==> config.mk <==
export PLATFORM = sky130hd
export DESIGN_NAME = rtc_upd_ctrl
export DESIGN_NICKNAME = d
export VERILOG_FILES = /design/src/rtl/rtc_upd_pkg.sv /design/src/rtl/rtc_ctrl_reg.sv /design/src/rtl/rtc_upd_grant.sv /design/src/rtl/rtc_ack_flag.sv /design/src/rtl/rtc_upd_ctrl.sv
export SDC_FILE = /design/constraint.sdc
export NUM_CORES = 1
export LEC_CHECK = 0
export ABC_AREA = 1
export BUFFER_PORTS_ARGS = -buffer_cell sky130_fd_sc_hd__buf_4
export CELL_PAD_IN_SITES_DETAIL_PLACEMENT = 1
export CELL_PAD_IN_SITES_GLOBAL_PLACEMENT = 2
export CORE_ASPECT_RATIO = 0.5
export CORE_MARGIN = 3
export CORE_UTILIZATION = 12
export DETAILED_ROUTE_END_ITERATION = 16
export GPL_ROUTABILITY_DRIVEN = 0
export GPL_TIMING_DRIVEN = 0
export PLACE_DENSITY = 0.79
export SYNTH_ARGS = -nofsm -noshare
export SYNTH_HDL_FRONTEND = slang
export SYNTH_SLANG_ARGS = --single-unit
export TNS_END_PERCENT = 20
==> constraint.sdc <==
create_clock -name clk_i -period 0.9 [get_ports clk_i]
set_clock_uncertainty 0.05 [all_clocks]
set_input_delay 0.09 -clock clk_i [delete_from_list [all_inputs] [get_ports clk_i]]
set_output_delay 0.09 -clock clk_i [all_outputs]
set_load 0.005 [all_outputs]
==> src/rtl/rtc_upd_pkg.sv <==
package rtc_upd_pkg;
  localparam int unsigned NDOM     = 2;
  localparam int unsigned DOM_TIM  = 0;
  localparam int unsigned DOM_CAL  = 1;
  localparam int unsigned SEL_W    = 2;
  // field positions decoded by software
  localparam int unsigned TIM_REQ_B = 0;
  localparam int unsigned CAL_REQ_B = 1;
  localparam int unsigned TIM_SEL_L = 8;
  localparam int unsigned CAL_SEL_L = 16;

  typedef struct packed {
    logic [SEL_W-1:0] cal_sel;
    logic [SEL_W-1:0] tim_sel;
    logic [NDOM-1:0]  req;
  } ctrl_t;
endpackage

==> src/rtl/rtc_ctrl_reg.sv <==
module rtc_ctrl_reg
  import rtc_upd_pkg::*;
#(
  parameter int unsigned ADDR_W   = 8,
  parameter int unsigned DATA_W   = 32,
  parameter int unsigned CTRL_OFF = 0
) (
  input  logic              clk_i,
  input  logic              rst_ni,
  input  logic              we_i,
  input  logic [ADDR_W-1:0] addr_i,
  input  logic [DATA_W-1:0] wdata_i,
  input  logic              wp_en_i,
  output ctrl_t             ctrl_q_o,
  output ctrl_t             ctrl_d_o,
  output logic [DATA_W-1:0] rdata_o
);
  localparam logic [ADDR_W-1:0] OFF = ADDR_W'(CTRL_OFF);

  ctrl_t ctrl_q, ctrl_d;
  logic  hit, wr_en;

  assign hit   = (addr_i == OFF);
  assign wr_en = we_i && hit && !wp_en_i;

  always_comb begin
    ctrl_d = ctrl_q;
    if (wr_en) begin
      ctrl_d.req[DOM_TIM] = wdata_i[TIM_REQ_B];
      ctrl_d.req[DOM_CAL] = wdata_i[CAL_REQ_B];
      ctrl_d.tim_sel      = wdata_i[TIM_SEL_L +: SEL_W];
      ctrl_d.cal_sel      = wdata_i[CAL_SEL_L +: SEL_W];
    end
  end

  always_ff @(posedge clk_i or negedge rst_ni) begin
    if (!rst_ni) ctrl_q <= '0;
    else         ctrl_q <= ctrl_d;
  end

  always_comb begin
    rdata_o = '0;
    if (hit) begin
      rdata_o[TIM_REQ_B]             = ctrl_q.req[DOM_TIM];
      rdata_o[CAL_REQ_B]             = ctrl_q.req[DOM_CAL];
      rdata_o[TIM_SEL_L +: SEL_W]    = ctrl_q.tim_sel;
      rdata_o[CAL_SEL_L +: SEL_W]    = ctrl_q.cal_sel;
    end
  end

  assign ctrl_q_o = ctrl_q;
  assign ctrl_d_o = ctrl_d;
endmodule

==> src/rtl/rtc_upd_grant.sv <==
module rtc_upd_grant (
  input  logic clk_i,
  input  logic rst_ni,
  input  logic req_q_i,   // stored request
  input  logic req_d_i,   // request after this edge
  input  logic tick_i,
  input  logic load_i,
  output logic grant_o,
  output logic grant_ev_o,
  output logic load_ok_o
);
  logic granted_q, granted_d;

  // pending = stored, not yet granted; withdrawal beats a coincident tick
  assign grant_ev_o = req_q_i && !granted_q && tick_i && req_d_i;
  assign granted_d  = req_d_i && (granted_q || grant_ev_o);

  always_ff @(posedge clk_i or negedge rst_ni) begin
    if (!rst_ni) granted_q <= 1'b0;
    else         granted_q <= granted_d;
  end

  assign grant_o   = granted_q;
  assign load_ok_o = load_i && granted_q;
endmodule

==> src/rtl/rtc_ack_flag.sv <==
module rtc_ack_flag #(
  parameter int unsigned NSRC = 2
) (
  input  logic            clk_i,
  input  logic            rst_ni,
  input  logic [NSRC-1:0] set_i,
  input  logic            clr_i,
  output logic            flag_o
);
  logic flag_q;

  always_ff @(posedge clk_i or negedge rst_ni) begin
    if (!rst_ni)     flag_q <= 1'b0;
    else if (|set_i) flag_q <= 1'b1;
    else if (clr_i)  flag_q <= 1'b0;
  end

  assign flag_o = flag_q;
endmodule

==> src/rtl/rtc_upd_ctrl.sv <==
module rtc_upd_ctrl
  import rtc_upd_pkg::*;
#(
  parameter int unsigned ADDR_W   = 8,
  parameter int unsigned DATA_W   = 32,
  parameter int unsigned CTRL_OFF = 0
) (
  input  logic              clk_i,
  input  logic              rst_ni,
  input  logic              bus_we_i,
  input  logic [ADDR_W-1:0] bus_addr_i,
  input  logic [DATA_W-1:0] bus_wdata_i,
  output logic [DATA_W-1:0] bus_rdata_o,
  input  logic              wp_en_i,
  input  logic              sec_tick_i,
  input  logic              ack_clr_i,
  input  logic              tim_load_i,
  input  logic              cal_load_i,
  output logic              tim_freeze_o,
  output logic              cal_freeze_o,
  output logic              ack_o,
  output logic              tim_load_ok_o,
  output logic              cal_load_ok_o,
  output logic [1:0]        tim_evsel_o,
  output logic [1:0]        cal_evsel_o
);
  ctrl_t           ctrl_q, ctrl_d;
  logic [NDOM-1:0] load_in, load_ok, grant, grant_ev;

  rtc_ctrl_reg #(
    .ADDR_W  (ADDR_W),
    .DATA_W  (DATA_W),
    .CTRL_OFF(CTRL_OFF)
  ) u_reg (
    .clk_i   (clk_i),
    .rst_ni  (rst_ni),
    .we_i    (bus_we_i),
    .addr_i  (bus_addr_i),
    .wdata_i (bus_wdata_i),
    .wp_en_i (wp_en_i),
    .ctrl_q_o(ctrl_q),
    .ctrl_d_o(ctrl_d),
    .rdata_o (bus_rdata_o)
  );

  assign load_in[DOM_TIM] = tim_load_i;
  assign load_in[DOM_CAL] = cal_load_i;

  for (genvar d = 0; d < NDOM; d++) begin : g_dom
    rtc_upd_grant u_grant (
      .clk_i     (clk_i),
      .rst_ni    (rst_ni),
      .req_q_i   (ctrl_q.req[d]),
      .req_d_i   (ctrl_d.req[d]),
      .tick_i    (sec_tick_i),
      .load_i    (load_in[d]),
      .grant_o   (grant[d]),
      .grant_ev_o(grant_ev[d]),
      .load_ok_o (load_ok[d])
    );
  end

  rtc_ack_flag #(.NSRC(NDOM)) u_ack (
    .clk_i (clk_i),
    .rst_ni(rst_ni),
    .set_i (grant_ev),
    .clr_i (ack_clr_i),
    .flag_o(ack_o)
  );

  assign tim_freeze_o  = ctrl_q.req[DOM_TIM];
  assign cal_freeze_o  = ctrl_q.req[DOM_CAL];
  assign tim_load_ok_o = load_ok[DOM_TIM];
  assign cal_load_ok_o = load_ok[DOM_CAL];
  assign tim_evsel_o   = ctrl_q.tim_sel;
  assign cal_evsel_o   = ctrl_q.cal_sel;
endmodule

==> metrics.cfg, run 1 <==
[layout]
nets=208
drive_gt1_share_pct=61.0
fin_util_pct=25.5
synthToLayoutAreaGrowth_pct=94.1
fillerInstances=634
most-common-layout-cells=buf_4 (60), conb_1 (26), dfrtp_1 (9)
mostFrequentLayoutCell=buf_4
n_antenna_cell=0
seq_area_um2=225
stdcell_area_um2=1330
multi_input_area_um2=382

[critical_path]
cp.arrival_ns=0.89
crit_end=bus_rdata_o[1]
required_ns=0.76
r2r_slack_ns=-0.02
end_kind=output port
cp-start-kind=flop
reg2reg_from=u_reg.ctrl_q_o[0]
critical_path_class=flop to output port
path_cells=inv_2, nor2_2, buf_4
r2r_cells=4
path_max_fanout=3
r2r-end=g_dom[0].u_grant.grant_o
startpoint=u_reg.ctrl_q_o[1]
cp_slowest_cell=dfrtp_1
slowest_delay_ns=0.38

[synth]
synth-compound-area-share_pct=2.93
synth_top_family_by_area=buffers and inverters
synth_seq_cells=9
yosys.area_share.simple_pct=26.7
syn_inst=92
synth.avg_cell_area_um2=7.43
synth_area_um2=683
synth_seq_area_share_pct=33.0
yosysTopAreaCellShare_pct=33.0
synth.area.top_cells=dfrtp_1 (33%), buf_4 (29%), nor2_1 (8.8%)
muxShareOfSynthArea_pct=0
synth_cell_types=14
synth-adder-area-share_pct=0
synth_xor_area_share_pct=0
yosysTopAreaCell=dfrtp_1
synth_warnings=0

[power_and_ir_drop]
p_per_area_nw_per_um2=1320
p_int_w=0.00133
power_switching_w=0.000418
swShare_pct=23.9
clockPowerShare_pct=43.9
p_leak_nw=0.726
irDropWorstVdd_uv=460
pwr-share-seq_pct=29.8
combPwrFrac_pct=26.3

[detailed_routing]
drc=0
drt-vias-per-instance=3.02
drtIter0Drc=6
wire_per_inst_um=8.56
first_pass_iters=2
num_vias=692
drtAntennaViolNets=0
totalWireLength_um=1960

[placed_design]
hpwlAfterDp_um=1620
dpl_cell_area_um2=1130
port_buffers=36

[run]
maxCapViolations=0

[global_route]
grt_pass1_vias=717
groute.usage.overall_pct=5.80
grt_antenna_before_repair=0
gr-total-overflow=0
grt_max_degree=11
grt_pass1_wl_um=3050

[clock_tree]
clk_latency_ns=0.23
clock_sinks=9
cts_buffers=3
root_buffer=clkbuf_16
cts_tree=done
clockBufferDepth=2
clk_pin_slew_ns=0.04
h-tree-depth=1

[hold_path]
worstHoldStart=bus_wdata_i[17]
holdCritPathClass=input port to flop

[timing]
grt_setup_unrepaired=true
hold_violations=0
setup_viol=12
final-max-slew-violation-count=0
finalCriticalPeriod_ns=1.03
finalCritPeriodShare_pct=114
worst_slack_ns=-0.130
fmax_ghz=0.971

[floorplanning]
start_util_pct=13.1
pin_count=89
dieWidth_um=113
chipHeight_um=59.4
num_rows=18
fp.dieArea_um2=6690
core_um2=5200

[outcome]
status=complete, but fails checks
failed_checks=setup timing

==> critical path: cells and delay by family, from the launching register on <==
kind	cells	cell delay [ns]
AND/OR/NAND/NOR	1	0.04
buffers and inverters	2	0.24
flip-flops	1	0.38
==> through the flow <==
stage / TNS, ns / setup WS (ns) / power [W] / hold WS, ns / std cells
floorplan: 0 / 0.0117 / 0.000726 / -0.256 / 117
global placement: -1.88 / -0.177 / 0.000896 / -0.128 / 223
detailed placement: -2.24 / -0.211 / 0.000906 / -0.128 / 223
CTS: -1.07 / -0.118 / 0.00169 / 0.0577 / 229
global route: -1.57 / -0.169 / 0.00186 / 0.0724 / 229
finish: -0.844 / -0.130 / 0.00175 / 0.0564 / 229
==> Yosys cell counts <==
| cell type | instances |
|---|---|
| a21oi_1 | 4 |
| buf_4 | 26 |
| conb_1 | 1 |
| dfrtp_1 | 9 |
| inv_1 | 15 |
| nand2_1 | 7 |
| nand2_2 | 2 |
| nand2_4 | 1 |
| nand3_1 | 4 |
| nand3b_1 | 1 |
| nor2_1 | 16 |
| nor2_2 | 2 |
| nor2_4 | 2 |
| nor3_1 | 2 |
==> power by group through the flow <==
stage               clock, W  combinational, W  sequential [W]
finish              0.000770          0.000460        0.000522
global route        0.000812          0.000512        0.000532
CTS                 0.000784          0.000401        0.000509
detailed placement         0          0.000393        0.000513
global placement           0          0.000386        0.000510
floorplan                  0          0.000224        0.000502
==> repair_timing <==
item,in CTS,in global routing
hold endpoints to repair,9,0
setup buffers,1,0
hold buffers,1,0
pin swaps,6,9
resized for setup,6,27
setup endpoints to repair,11,24
cloned,0,0
==> cell type report <==
type	count	area share (%)
plain buffers	26	14.7
clock buffers	4	5.94
inverters	15	4.43
multi-input cells	67	28.8
flip-flops and latches	9	17.0
well taps	70	6.60
repair buffers	38	22.5
==> worst min path at each step <==
stage                                          end  slack (ns)  cells after the start
final                            u_reg.ctrl_q_o[5]        0.06                      3
after global routing             u_reg.ctrl_q_o[5]        0.07                      3
after CTS                        u_reg.ctrl_q_o[5]        0.06                      3
after detailed placement              u_ack.flag_o       -0.13                      1
after global placement                u_ack.flag_o       -0.13                      1
after floorplan           g_dom[0].u_grant.grant_o       -0.26                      0
==> state kept, by name (all words and copies together), names as in the netlist <==
name	flops
u_reg.ctrl_q_o	6
g_dom.u_grant.grant_o	2
u_ack.flag_o	1
==> cell families after synthesis <==
family | Yosys count
DFF | 9
AOI/OAI and AO/OA | 4
and+or+nand+nor | 37
other | 1
buffers and inverters | 41
==> metal layers <==
layer	share of wire (%)	GRT usage [%]	vias to the layer above	routed length, um
met4	1.1	2.05	0	22
met2	57	11.5	25	1120
met5	0	0	-	0
li1	-	-	354	-
met1	36	5.82	311	696
met3	6.2	1.83	2	122
(Power assumes the default switching activity.)
==> inputs of run 2 (changes only) <==
--- a/config.mk
+++ b/config.mk
@@ -15,7 +15,7 @@
 export DETAILED_ROUTE_END_ITERATION = 16
 export GPL_ROUTABILITY_DRIVEN = 0
 export GPL_TIMING_DRIVEN = 0
-export PLACE_DENSITY = 0.79
+export PLACE_DENSITY_LB_ADDON = 0.1
 export SYNTH_ARGS = -nofsm -noshare
 export SYNTH_HDL_FRONTEND = slang
 export SYNTH_SLANG_ARGS = --single-unit
==> run 2 against run 1 <==
Against the previous run: utilization increased by 1.0 points; critical endpoint is now bus_rdata_o[0]; count of clock-buffer cells in the layout stayed put; cell count grew 1.3%; combinational power increased by 2%; non-clock buffer count increased by 3; largest cell class unchanged; the flow still finishes with violations (setup timing).
==> metrics.cfg, run 2 (synthesized netlist as in run 1, its figures left out) <==
[outcome]
status=complete, but fails checks  ; unchanged
failed_checks=setup timing  ; unchanged

[timing]
finalCritPeriodShare_pct=112  ; was 114%
finalCriticalPeriod_ns=1.01  ; was 1.03 ns
final-max-slew-violation-count=0  ; unchanged
setup_viol=13  ; was 12
hold_violations=0  ; unchanged
fmax_ghz=0.994  ; was 0.971 GHz
grt_setup_unrepaired=true  ; unchanged
worst_slack_ns=-0.106  ; was -0.130 ns

[hold_path]
holdCritPathClass=input port to flop  ; unchanged

[layout]
stdcell_count=232  ; was 229
most-common-layout-cells=buf_4 (53), conb_1 (26), buf_6 (13)  ; was buf_4 (60), conb_1 (26), dfrtp_1 (9)
n_antenna_cell=0  ; unchanged
drive_gt1_share_pct=61.1  ; was 61.0%
mostFrequentLayoutCell=buf_4  ; unchanged
synthToLayoutAreaGrowth_pct=102  ; was 94.1%
fillerInstances=629  ; was 634
nets=211  ; was 208
largest_register_ffs=6  ; unchanged

[clock_tree]
root_buffer=clkbuf_16  ; unchanged
clk_latency_ns=0.23  ; about the same
clockBufferDepth=2  ; unchanged
cts_buffers=3  ; unchanged
h-tree-depth=1  ; unchanged
clk_pin_slew_ns=0.04  ; about the same
clock_sinks=9  ; unchanged
cts_tree=done  ; unchanged

[detailed_routing]
drtIter0Drc=2  ; was 6
drtAntennaViolNets=0  ; unchanged
wire_per_inst_um=8.25  ; was 8.56 um
drt-vias-per-instance=3.09  ; was 3.02
first_pass_iters=2  ; unchanged
totalWireLength_um=1910  ; was 1960 um
num_vias=718  ; was 692
drc=0  ; unchanged

[floorplanning]
num_rows=18  ; unchanged
start_util_pct=13.1  ; unchanged
chipHeight_um=59.4  ; unchanged
core_um2=5200  ; unchanged
dieWidth_um=113  ; unchanged
fp.dieArea_um2=6690  ; unchanged
pin_count=89  ; unchanged

[critical_path]
cp.arrival_ns=0.87  ; was 0.89 ns
end_kind=output port  ; unchanged
cp-start-kind=flop  ; unchanged
required_ns=0.76  ; about the same
cp_slowest_cell=dfrtp_1  ; unchanged
worst_path_dominant_cell_family=flip-flops  ; unchanged
path_max_fanout=3  ; unchanged
path_cells=inv_2, nor2_1, buf_4  ; was inv_2, nor2_2, buf_4
slowest_delay_ns=0.38  ; about the same
crit_buf_inv=2  ; unchanged
critical_path_class=flop to output port  ; unchanged

[global_route]
grt_antenna_before_repair=0  ; unchanged
gr-total-overflow=0  ; unchanged
grt_pass1_vias=728  ; was 717
groute.usage.overall_pct=5.80  ; about the same
grt_pass1_wl_um=3000  ; was 3050 um
grt_max_degree=11  ; unchanged

[placed_design]
placed_cells=223  ; unchanged
hpwlAfterDp_um=1690  ; was 1620 um
port_buffers=36  ; unchanged

[power_and_ir_drop]
p_total_w=0.00176  ; was 0.00175 W
p_leak_nw=0.752  ; was 0.726 nW
irDropWorstVdd_uv=522  ; was 460 uV
p_per_area_nw_per_um2=1280  ; was 1320 nW/um2

[run]
maxCapViolations=0  ; unchanged

==> run 2: changes by cell type in the layout (fill, tap and decap cells not counted) <==
cell	previous run	this run
nand3_2	3	1
buf_4	60	53
inv_4	1	0
nand2_2	6	7
nand2_1	3	2
nor3_2	1	2
nor2_4	6	7
buf_6	3	13
nor2_2	6	5
nand3_1	1	3
clkinv_4	0	1
nor3_4	1	0
==> run 2: power by group <==
group          switching [W]  internal (W)  total, W
Sequential         0.0000503      0.000464  0.000514
Clock               0.000187      0.000592  0.000779
Combinational       0.000176      0.000295  0.000471
Total               0.000414       0.00135   0.00176
==> run 2: path summary, 6_finish.rpt <==
path	start	end	slack [ns]	cells after the start
worst min-delay path	bus_wdata_i[17]	u_reg.ctrl_q_o[5]	0.05	3
worst min register to register	u_ack.flag_o	u_ack.flag_o	0.48	2
worst max register to register	u_reg.ctrl_q_o[1]	u_ack.flag_o	-0.04	5
worst max-delay path	u_reg.ctrl_q_o[0]	bus_rdata_o[0]	-0.11	3
min in group asynchronous	rst_ni	u_reg.ctrl_q_o[1]	0.17	2
max in group asynchronous	rst_ni	u_reg.ctrl_q_o[2]	0.49	2
==> run 2: metrics by stage <==
| step | utilization [%] | area (um2) | setup TNS (ns) | setup slack, ns | hold WS [ns] |
|---|---|---|---|---|---|
| 6_report | 26.5 | 1380 | -0.993 | -0.106 | 0.0533 |
| 5_1_grt | 26.5 | 1380 | -1.79 | -0.153 | 0.0682 |
| 4_1_cts | 24.0 | 1250 | -0.981 | -0.125 | 0.0531 |
| 3_5_place_dp | 21.8 | 1130 | -2.75 | -0.229 | -0.118 |
| 3_3_place_gp | 21.8 | 1130 | -2.71 | -0.226 | -0.119 |
| 2_1_floorplan | - | 777 | 0 | 0.0117 | -0.256 |
==> run 2: worst min-delay path, cell delays in order <==
cell and delay, ns:
buf_4 0.08, nor2_1 0.03, a21oi_1 0.09
==> run 2: what timing repair did <==
action / 4_1_cts / 5_1_grt
cloned: 0 / 0
setup endpoints to repair: 12 / 23
buffers inserted: 2 / 2
endpoints found under the hold margin: 9 / 0
resized for setup: 6 / 37
hold buffers: 1 / 0
pin swaps: 6 / 10
==> run 2: cell type report <==
| class | instances | area (um2) | area share, % |
|---|---|---|---|
| Tap cell | 70 | 87.6 | 6.35 |
| Buffer | 26 | 195 | 14.1 |
| Sequential cell | 9 | 225 | 16.3 |
| Timing Repair Buffer | 41 | 359 | 26.0 |
| Multi-Input combinational cell | 67 | 373 | 27.0 |
| Inverter | 15 | 61.3 | 4.44 |
| Clock buffer | 4 | 78.8 | 5.71 |
==> run 2: layer usage <==
layer	share of wire (%)	track usage, %	routed length (um)	vias to the layer above
li1	-	-	-	361
met1	37	6.61	714	318
met2	49	9.68	944	37
met3	12	2.45	227	2
met4	1.4	2.57	27	0
met5	0	0	0	-
==> inputs of run 3 (changes only) <==
--- a/config.mk
+++ b/config.mk
@@ -16,6 +16,7 @@
 export GPL_ROUTABILITY_DRIVEN = 0
 export GPL_TIMING_DRIVEN = 0
 export PLACE_DENSITY_LB_ADDON = 0.1
+export SETUP_SLACK_MARGIN = 0.4
 export SYNTH_ARGS = -nofsm -noshare
 export SYNTH_HDL_FRONTEND = slang
 export SYNTH_SLANG_ARGS = --single-unit
==> run 3 against run 2 <==
Against the previous run: the flow still finishes with violations (setup timing); hold slack worse by 0.012 ns; sequential cell count unchanged; via count down 0.14%; die area unchanged; non-clock buffer count up 2; clock power up 0.9%; sequential power down 0.8%; sequential share of layout area up 0.52 points.
==> metrics.cfg, run 3 (synthesized netlist as in run 1, its figures left out) <==
[floorplanning]
start_util_pct=13.1  ; unchanged
fp.dieArea_um2=6690  ; unchanged
chipHeight_um=59.4  ; unchanged
dieWidth_um=113  ; unchanged
pin_count=89  ; unchanged
core_um2=5200  ; unchanged
num_rows=18  ; unchanged

[layout]
nets=213  ; was 211
most-common-layout-cells=buf_4 (64), conb_1 (26), nor2_1 (9), dfrtp_1 (9), inv_1 (8)  ; was buf_4 (53), conb_1 (26), buf_6 (13)
synthToLayoutAreaGrowth_pct=95.8  ; was 102%
drive_gt1_share_pct=60.4  ; was 61.1%
largest_register_ffs=6  ; unchanged
mostFrequentLayoutCell=buf_4  ; unchanged
n_antenna_cell=0  ; unchanged
stdcell_count=234  ; was 232
stdcell_area_um2=1340  ; was 1380 um2

[clock_tree]
clk_pin_slew_ns=0.04  ; about the same
cts_tree=done  ; unchanged
clock_sinks=9  ; unchanged
clk_latency_ns=0.24  ; was 0.23 ns
root_buffer=clkbuf_16  ; unchanged
cts_buffers=3  ; unchanged
h-tree-depth=1  ; unchanged
clockBufferDepth=2  ; unchanged

[critical_path]
r2r_slack_ns=-0.04  ; about the same
critical_path_class=flop to output port  ; unchanged
slowest_delay_ns=0.38  ; about the same
cp.arrival_ns=0.85  ; was 0.87 ns
end_kind=output port  ; unchanged
required_ns=0.76  ; about the same
path_max_fanout=2  ; was 3
cp-start-kind=flop  ; unchanged
cp_slowest_cell=dfrtp_1  ; unchanged
path_cells=inv_2, nor2_2, buf_4  ; was inv_2, nor2_1, buf_4

[outcome]
status=complete, but fails checks  ; unchanged
failed_checks=setup timing  ; unchanged

[power_and_ir_drop]
p_per_area_nw_per_um2=1310  ; was 1280 nW/um2
p_leak_nw=0.747  ; was 0.752 nW
irDropWorstVdd_uv=477  ; was 522 uV

[detailed_routing]
drt-vias-per-instance=3.06  ; was 3.09
num_vias=717  ; was 718
totalWireLength_um=1970  ; was 1910 um
drtIter0Drc=10  ; was 2
wire_per_inst_um=8.42  ; was 8.25 um
drc=0  ; unchanged
first_pass_iters=2  ; unchanged
drtAntennaViolNets=0  ; unchanged

[timing]
fmax_ghz=1.01  ; was 0.994 GHz
hold_violations=0  ; unchanged
final-max-slew-violation-count=0  ; unchanged
finalCritPeriodShare_pct=110  ; was 112%
whs_ns=0.0409  ; was 0.0533 ns
worst_slack_ns=-0.0888  ; was -0.106 ns
setup_viol=12  ; was 13
finalCriticalPeriod_ns=0.989  ; was 1.01 ns
grt_setup_unrepaired=true  ; unchanged

[hold_path]
holdCritPathClass=input port to flop  ; unchanged

[global_route]
grt_max_degree=11  ; unchanged
groute.usage.overall_pct=6.26  ; was 5.80%
grt_pass1_vias=686  ; was 728
gr-total-overflow=0  ; unchanged
grt_pass1_wl_um=3170  ; was 3000 um
grt_antenna_before_repair=0  ; unchanged

[placed_design]
placed_cells=223  ; unchanged
hpwlAfterDp_um=1710  ; was 1690 um
dpl_cell_area_um2=1170  ; was 1130 um2
port_buffers=36  ; unchanged

[run]
maxCapViolations=0  ; unchanged

## run 3: cell types whose count changed in the layout (fill, tap and decap cells not counted), sizes merged
| cell | previous run | this run |
|---|---|---|
| inv | 14 | 15 |
| buf | 66 | 68 |
| clkinv | 1 | 0 |
## run 3: worst max-delay path: cells and delay by family (launching register included)
kind                   cells  cell delay, ns
buffers and inverters      2            0.20
flip-flops                 1            0.38
AND/OR/NAND/NOR            1            0.03
## run 3: repair_timing
action                                 in CTS  in global routing
resized for setup                          11                  6
setup endpoints to repair                  24                 24
setup buffers                               6                  0
hold buffers                                1                  0
endpoints found under the hold margin       9                  0
pin swaps                                   9                  4
## run 3: final timing paths
path                                        start                end  cells after the start
worst max register to register  u_reg.ctrl_q_o[0]       u_ack.flag_o                      5
worst max-delay path            u_reg.ctrl_q_o[1]     bus_rdata_o[1]                      3
worst min register to register       u_ack.flag_o       u_ack.flag_o                      2
worst min-delay path               bus_wdata_i[8]  u_reg.ctrl_q_o[2]                      3
min in group asynchronous                  rst_ni  u_reg.ctrl_q_o[2]                      2
max in group asynchronous                  rst_ni  u_reg.ctrl_q_o[3]                      2
## run 3: area by class of cell
cell class              count  area (um2)
fillers                   635        3860
multi-input cells          67         352
repair buffers             43         340
flip-flops and latches      9         225
plain buffers              26         195
well taps                  70        87.6
clock buffers               4        78.8
inverters                  15        58.8
## run 3: through the flow
step           total power (W)  setup WS [ns]  setup TNS (ns)  utilization (%)
2_1_floorplan         0.000743         0.0584               0                -
3_3_place_gp          0.000927         -0.205           -2.34             22.4
3_5_place_dp          0.000928         -0.204           -2.46             22.4
4_1_cts                0.00178         -0.112          -0.876             25.5
5_1_grt                0.00187         -0.142           -1.54             25.7
6_report               0.00176        -0.0888          -0.722             25.7
## run 3: where the power goes
| group | total [W] | internal (W) | switching [W] | leakage [nW] |
|---|---|---|---|---|
| combinational | 0.000459 | 0.000286 | 0.000173 | 0.623 |
| clock | 0.000786 | 0.000592 | 0.000194 | 0.0382 |
| sequential | 0.000510 | 0.000464 | 0.0000462 | 0.0860 |
| total | 0.00176 | 0.00134 | 0.000413 | 0.747 |
## run 3: routing by layer
layer	GRT usage, %	vias to the layer above	wire [um]
met5	0	-	0
met3	2.65	4	238
met4	3.60	0	34
li1	-	365	-
met2	10.2	37	933
met1	7.05	311	764
